## src/rtl/prbs_pkg.sv

```systemverilog
package prbs_pkg;

    localparam int NUM_PAT = 5;
    localparam int MAX_LEN = 31;
    localparam int SEL_W   = 3;

    typedef enum logic [SEL_W-1:0] {
        PAT_P7  = 3'd0,
        PAT_P9  = 3'd1,
        PAT_P15 = 3'd2,
        PAT_P23 = 3'd3,
        PAT_P31 = 3'd4
    } pat_e;

    typedef enum logic [1:0] {
        ST_OFF   = 2'd0,
        ST_RUN   = 2'd1,
        ST_FAULT = 2'd2
    } mode_e;

    // register length of pattern k
    function automatic int pat_len(input int k);
        case (k)
            0:       return 7;
            1:       return 9;
            2:       return 15;
            3:       return 23;
            default: return 31;
        endcase
    endfunction

    // inner tap of pattern k
    function automatic int pat_tap(input int k);
        case (k)
            0:       return 6;
            1:       return 5;
            2:       return 14;
            3:       return 18;
            default: return 28;
        endcase
    endfunction

endpackage

```

## src/rtl/prbs_lfsr_unroll.sv

```systemverilog
module prbs_lfsr_unroll #(
    parameter int LEN      = 7,
    parameter int TAP      = 6,
    parameter int STORE_W  = 31,
    parameter int WIDE_W   = 64,
    parameter int NARROW_W = 10
) (
    input  logic [LEN-1:0]     seed,
    output logic [WIDE_W-1:0]  word,
    output logic [STORE_W-1:0] next_wide,
    output logic [STORE_W-1:0] next_narrow
);

    logic [LEN-1:0] s;
    logic           fb;

    // unrolled serial steps; bit i of word is the i-th emitted bit
    always_comb begin
        s           = seed;
        fb          = 1'b0;
        word        = '0;
        next_wide   = '0;
        next_narrow = '0;
        for (int i = 0; i < WIDE_W; i++) begin
            fb      = s[LEN-1] ^ s[TAP-1];
            word[i] = fb;
            s       = {s[LEN-2:0], fb};
            if (i == NARROW_W - 1) begin
                next_narrow[LEN-1:0] = s;
            end
        end
        next_wide[LEN-1:0] = s;
    end

endmodule

```

## src/rtl/prbs_cfg_check.sv

```systemverilog
module prbs_cfg_check
    import prbs_pkg::*;
(
    input  logic [SEL_W-1:0] pattern_sel,
    input  logic             width_sel,
    output logic             cfg_ok
);

    logic code_known;
    logic narrow_ok;

    always_comb begin
        code_known = (pattern_sel <= SEL_W'(PAT_P31));
        narrow_ok  = (pattern_sel == SEL_W'(PAT_P9));
        cfg_ok     = code_known && (width_sel || narrow_ok);
    end

endmodule

```

## src/rtl/prbs_mode_fsm.sv

```systemverilog
module prbs_mode_fsm
    import prbs_pkg::*;
(
    input  logic  clk,
    input  logic  rst_n,
    input  logic  enable,
    input  logic  cfg_ok,
    output mode_e st_d,
    output logic  run_now,
    output logic  fault_now
);

    mode_e st_q;

    always_ff @(posedge clk) begin
        if (!rst_n) begin
            st_q <= ST_OFF;
        end else begin
            st_q <= st_d;
        end
    end

    always_comb begin
        st_d = ST_OFF;
        unique case (st_q)
            ST_OFF: begin
                if (!cfg_ok)     st_d = ST_FAULT;
                else if (enable) st_d = ST_RUN;
                else             st_d = ST_OFF;
            end
            ST_RUN: begin
                if (!cfg_ok)      st_d = ST_FAULT;
                else if (!enable) st_d = ST_OFF;
                else              st_d = ST_RUN;
            end
            ST_FAULT: begin
                if (cfg_ok) st_d = enable ? ST_RUN : ST_OFF;
                else        st_d = ST_FAULT;
            end
            default: st_d = ST_OFF;
        endcase
    end

    always_comb begin
        run_now   = (st_q == ST_RUN);
        fault_now = (st_q == ST_FAULT);
    end

endmodule

```

## src/rtl/prbs_word_gen.sv

```systemverilog
module prbs_word_gen
    import prbs_pkg::*;
#(
    parameter int WIDE_W   = 64,
    parameter int NARROW_W = 10
) (
    input  logic              clk,
    input  logic              rst_n,
    input  logic              enable,
    input  logic [2:0]        pattern_sel,
    input  logic              width_sel,
    output logic [WIDE_W-1:0] data_out,
    output logic              data_valid,
    output logic              config_error
);

    localparam int ST_W  = MAX_LEN;
    localparam int PAD_W = WIDE_W - NARROW_W;

    logic [SEL_W-1:0]  sel_q;
    logic [ST_W-1:0]   lfsr_q;
    logic [ST_W-1:0]   base_seed;
    logic              sel_change;
    logic              cfg_ok;
    mode_e             st_d;

    logic [WIDE_W-1:0] eng_word [NUM_PAT];
    logic [ST_W-1:0]   eng_nw   [NUM_PAT];
    logic [ST_W-1:0]   eng_nn   [NUM_PAT];

    logic [WIDE_W-1:0] pick_word;
    logic [ST_W-1:0]   pick_nw;
    logic [ST_W-1:0]   pick_nn;

    prbs_cfg_check u_cfg (
        .pattern_sel (pattern_sel),
        .width_sel   (width_sel),
        .cfg_ok      (cfg_ok)
    );

    prbs_mode_fsm u_fsm (
        .clk       (clk),
        .rst_n     (rst_n),
        .enable    (enable),
        .cfg_ok    (cfg_ok),
        .st_d      (st_d),
        .run_now   (data_valid),
        .fault_now (config_error)
    );

    // reseed to all ones whenever the pattern code moves
    always_comb begin
        sel_change = (pattern_sel != sel_q);
        base_seed  = sel_change ? '1 : lfsr_q;
    end

    for (genvar g = 0; g < NUM_PAT; g++) begin : g_eng
        localparam int L = pat_len(g);
        localparam int T = pat_tap(g);
        prbs_lfsr_unroll #(
            .LEN      (L),
            .TAP      (T),
            .STORE_W  (ST_W),
            .WIDE_W   (WIDE_W),
            .NARROW_W (NARROW_W)
        ) u_unroll (
            .seed        (base_seed[L-1:0]),
            .word        (eng_word[g]),
            .next_wide   (eng_nw[g]),
            .next_narrow (eng_nn[g])
        );
    end

    always_comb begin
        pick_word = '0;
        pick_nw   = '0;
        pick_nn   = '0;
        for (int k = 0; k < NUM_PAT; k++) begin
            if (pattern_sel == SEL_W'(k)) begin
                pick_word = eng_word[k];
                pick_nw   = eng_nw[k];
                pick_nn   = eng_nn[k];
            end
        end
    end

    always_ff @(posedge clk) begin
        if (!rst_n) begin
            sel_q    <= '0;
            lfsr_q   <= '1;
            data_out <= '0;
        end else begin
            sel_q <= pattern_sel;
            if (st_d == ST_RUN) begin
                if (width_sel) begin
                    lfsr_q   <= pick_nw;
                    data_out <= pick_word;
                end else begin
                    lfsr_q   <= pick_nn;
                    data_out <= {{PAD_W{1'b0}}, pick_word[NARROW_W-1:0]};
                end
            end else begin
                lfsr_q   <= base_seed;
                data_out <= '0;
            end
        end
    end

endmodule

```

## config.mk

```make
export PLATFORM = sky130hd
export DESIGN_NAME = prbs_word_gen
export DESIGN_NICKNAME = d
export VERILOG_FILES = /design/src/rtl/prbs_pkg.sv /design/src/rtl/prbs_lfsr_unroll.sv /design/src/rtl/prbs_cfg_check.sv /design/src/rtl/prbs_mode_fsm.sv /design/src/rtl/prbs_word_gen.sv
export SDC_FILE = /design/constraint.sdc
export NUM_CORES = 1
export LEC_CHECK = 0
export BUFFER_PORTS_ARGS = -buffer_cell sky130_fd_sc_hd__clkbuf_2
export CAP_MARGIN = 10
export CORE_MARGIN = 4
export CORE_UTILIZATION = 29
export DETAILED_ROUTE_END_ITERATION = 10
export RECOVER_POWER = 100
export SLEW_MARGIN = 20
export SYNTH_ARGS = -nofsm -noshare
export SYNTH_HDL_FRONTEND = slang
export SYNTH_HIERARCHICAL = 1
export SYNTH_SLANG_ARGS = --single-unit
```

## constraint.sdc

```tcl
create_clock -name clk -period 4.4 [get_ports clk]
set_input_delay 0.88 -clock clk [delete_from_list [all_inputs] [get_ports clk]]
set_output_delay 0.88 -clock clk [all_outputs]
set_load 0.02 [all_outputs]
```

* Word level (Yosys, flattened, before mapping)
Cells that the tools add are included.
Widths: inputs -> output; s select.
** Storage, ports and cells
- Output and inout port bits :: 66
- Bits of input ports :: 7
- Bits in registers :: 100
** Operators by class
- Eq/ne operators :: 8
- Magnitude comparators :: 1
- Bitwise operators :: 302
- Muxes and demuxes :: 21
- Reductions and logical operators :: 7
** Operator list (number)
- $mux 31 :: 11
- $mux 64 :: 5
- $xor 1x1->1 :: 302
- $mux 7 :: 2
- $eq 3x2->1 const B :: 2
- $eq 2x1->1 const B :: 2
- $mux 2 :: 2
- $eq 3x1->1 const B :: 1
- $eq 3x3->1 const B :: 1
- $le 3x3->1 const B :: 1
- $logic_not 3->1 :: 1
- $ne 3x3->1 :: 1
- $reduce_and 3->1 :: 1
- $reduce_or 3->1 :: 1
- $eq 2x2->1 const B :: 1
- $logic_not 2->1 :: 1
- $reduce_and 2->1 :: 1
- $logic_and 1x1->1 :: 1
- $logic_or 1x1->1 :: 1
- $mux 1 :: 1

* Longest topological paths before layout
- Depth after elaboration :: 21
- Gate-level depth with buffers :: 15
- Gate-level depth less buffers :: 10

* Modules after synthesis
The synthesis kept the hierarchy.
** By module, submodules not included
- prbs_word_gen :: area each 7553.5 um2, instances 1, cells an instance 799
- prbs_lfsr_unroll (g_eng[1].u_unroll) :: area each 1458.9 um2, instances 1, cells an instance 160
- prbs_lfsr_unroll (g_eng[3].u_unroll) :: area each 1276.2 um2, instances 1, cells an instance 152
- prbs_lfsr_unroll (g_eng[0].u_unroll) :: area each 1206.2 um2, instances 1, cells an instance 144
- prbs_lfsr_unroll (g_eng[2].u_unroll) :: area each 1183.6 um2, instances 1, cells an instance 149
- prbs_lfsr_unroll (g_eng[4].u_unroll) :: area each 1073.5 um2, instances 1, cells an instance 132
- prbs_mode_fsm :: area each 91.3 um2, instances 1, cells an instance 9
- prbs_cfg_check :: area each 22.5 um2, instances 1, cells an instance 3

* Least setup slack after synthesis
OpenSTA, ideal clock, no wires.
- Kind :: input to register
- Start point :: input port pattern_sel[0]
- End point :: register data_out[57]
- Stages on the path :: 15
- Setup time :: 0.128 ns
- Setup slack :: -0.250 ns
- Arrival time :: 4.523 ns
- Cells stage by stage :: buf_2 buf_6 xor2_1 nor3_2 clkbuf_1 nand2b_1 buf_6 xnor3_2 xor2_4 xnor3_2 xor2_1 buf_4 mux4_2 a22oi_1 nor2_1
** RTL lines
- from (decl) :: RTL line prbs_word_gen.sv:10 : input logic [2:0] pattern_sel,
- to (signal assigned) :: RTL line prbs_word_gen.sv:97 : data_out <= pick_word;
- to (signal assigned) :: RTL line prbs_word_gen.sv:100 : data_out <= {{PAD_W{1'b0}}, pick_word[NARROW_W-1:0]};
- to (decl) :: RTL line prbs_word_gen.sv:12 : output logic [WIDE_W-1:0] data_out,

==> flow_metrics.tcl <==
set metrics [dict create \
    startpoint_type "primary input" \
    die_x_um 227 \
    path_buf_inv 3 \
    power_w 0.00248 \
    ir_drop_uv 151 \
    clock_latency_ns 0.38 \
    fp.dieH_um 227 \
    cts.sinks 100 \
    ys_seq_elements 100 \
    worst_setup_path_end_kind "flop" \
    core_sq_um 47000 \
    hp-class "flop to flop" \
    antenna_cells 0 \
    maxCapViolations 1 \
    post-route-drc-count 0 \
    postSynthAreaPerCell_sq_um 8.96 \
    netlist_area_sq_um 13900 \
    routedWlPerCell_um 21.9 \
    tns_ns 0 \
    failed_checks "capacitance limit, slew limit" \
    dr.first_iter.drc_count 925 \
    start_util_pct 29.5 \
    setup_violations 0 \
    top_layer_used "met4" \
    antenna_found_initial 0 \
    antenna_left 0 \
    layout.cells.non_filler 2027 \
    place_congestion 1.02 \
    fp-row-count 79 \
    min_path_cells 1 \
    worstPathRequired_ns 4.65 \
    port_buffers 72 \
    grt_pass1_wl_um 66800 \
    dp_cells 2011 \
    nets 1422 \
    path_class "primary input to flop" \
    cp_slowest_cell "xnor3_1" \
    groute.usage.overall_pct 17.2 \
    synth.distinct_cells 49 \
    tightestPinTransition_ns 1.53 \
    routed_wl_um 44400 \
    io_pins 73 \
    leakage_nw 5.08 \
    fin_crit_ns 4.05 \
    rsz0062_at_grt "no" \
    syn_to_final_growth_pct -3.25 \
    ys.warnings.count 6 \
    critPathMaxFanout 18 \
    clkTransAtPathRegs_ns 0.08 \
    postCtsHoldBufs 0 \
    grt-ovfl-total 0 \
    wl_met3_um 2720 \
    worst-r2r-cell-count 11 \
    cp.arrival_ns 4.29 \
    fin_crit_sh_pct 92.0 \
    cts_tree "built" \
    fin_skew_ns 0.0136 \
    crit_family "XOR/XNOR gates" \
    synth-async-reset-ratio_pct 0 \
    synth_edf_count 0 \
    cts_buffers 9 \
    holdWs_ns 0.471 \
    cts.path.max_buffers 2 \
    syn_inst 1548 \
    synthFlopType "dfxtp_1" \
    root_buffer "clkbuf_16" \
    first_global_vias 9961 \
    worst-path-stages 12 \
    crit_path_cell_trace "buf_4, xor2_1, nor3_4, buf_12, nand2b_1, buf_4, xnor3_1, xnor2_2, xor2_1, mux4_2, a22oi_1, nor2_1" \
    slew_headroom_pct -1.96 \
    final_util_pct 28.6 \
    vias 10040 \
    mostFrequentLayoutCells "180 x xor2_1, 140 x conb_1, 138 x xnor2_1, 100 x nor2_1, 100 x dfxtp_1" \
    viasPerCell 4.95 \
    post_cts_buffers 0 \
    route.met2.wl_um 20600 \
    drv_slew 24 \
    grt_max_degree 112 \
    drive_gt1_share_pct 14.5 \
    drt-met1-wl_um 19000 \
    post_cts_resized 0 \
    dieArea_sq_um 51400 \
    timing.fmax_ghz 0.247 \
    nFillCells 4977 \
    hold_violations 0 \
    htreeDepth 3 \
    mostFrequentLayoutCell "xor2_1" \
    synth-seq-area-share_pct 14.4 \
    powerDensity_nw_per_um2 185 \
    status "finished with violations" \
    critPathMaxStageDelay_ns 0.74 \
    dpl.hpwl_um 31600 \
    first_pass_iters 6 \
]
-- worst reg2reg max path, delay by kind of cell, from the launching register on --
family,cells,cell delay (ns)
XOR/XNOR,4,1.35
AND/OR/NAND/NOR,3,0.77
buffers and inverters,2,0.50
multiplexers,1,0.50
flip-flops,1,0.31
AO/OA/AOI/OAI,1,0.19
-- through the flow --
stage	worst slack (ns)	instance area [sq um]
6_report	0.353	13400
3_3_place_gp	0.238	13300
2_1_floorplan	0.00581	14400
3_5_place_dp	0.261	13300
4_1_cts	0.657	13600
5_1_grt	0.274	13400
-- per-layer routing --
metal / up-vias / global-route usage, %
met5: - / 0
met4: 0 / 8.03
met3: 109 / 2.24
met2: 460 / 27.4
met1: 4935 / 23.2
li1: 4536 / -
-- cell usage after synthesis (all sizes together), types with 36 or more instances --
cell	instances	share of area, %
mux2i	94	6.8
a21oi	52	1.9
xnor2	143	9.4
buf	410	21
nor2	101	2.8
clkbuf	36	1.1
a22oi	64	3.5
nand2	63	1.7
dfxtp	100	14
o22a	61	3.9
mux4	64	10
xor2	190	13
-- cells by family (layout without fill, tap and decap cells) --
group	after synthesis	in the layout	share of synthesized area [%]
and+or+nand+nor	213	213	6.92
xor gates and xnor gates	347	347	24.9
buffers and inverters	480	216	23.3
DFF	100	100	14.4
muxes	158	158	17.2
other	4	140	0.108
AOI/OAI and AO/OA	246	246	13.1
-- area by class of cell --
cell class | count | area (sq um) | share of cell area (%)
Clock buffer | 10 | 239 | 1.78
Tap cell | 607 | 759 | 5.66
Multi-Input combinational cell | 1104 | 9110 | 67.9
Sequential cell | 100 | 2000 | 14.9
Timing Repair Buffer | 166 | 1080 | 8.04
Clock inverter | 6 | 95.1 | 0.709
Inverter | 34 | 128 | 0.951
-- worst paths after layout --
kind	endpoint	slack, ns	startpoint
worst max register to register	data_out[41]$_SDFF_PN0_	0.65	sel_q[1]$_SDFF_PN0_
worst max-delay path	data_out[41]$_SDFF_PN0_	0.35	pattern_sel[2]
worst min register to register	lfsr_q[19]$_SDFF_PN1_	0.47	lfsr_q[19]$_SDFF_PN1_
worst min-delay path	lfsr_q[19]$_SDFF_PN1_	0.47	lfsr_q[19]$_SDFF_PN1_
-- power breakdown --
| part | total, W | switching [W] | internal, W |
|---|---|---|---|
| clock | 0.000940 | 0.000419 | 0.000521 |
| combinational | 0.000610 | 0.000352 | 0.000258 |
| sequential | 0.000927 | 0.00000779 | 0.000919 |
| total | 0.00248 | 0.000779 | 0.00170 |
-- flip-flops by register name (all words and copies together) (netlist names) --
signal,cells
data_out,64
lfsr_q,31
sel_q,3
u_fsm/st_q,2
No activity file was read; power rests on OpenSTA's default activity.
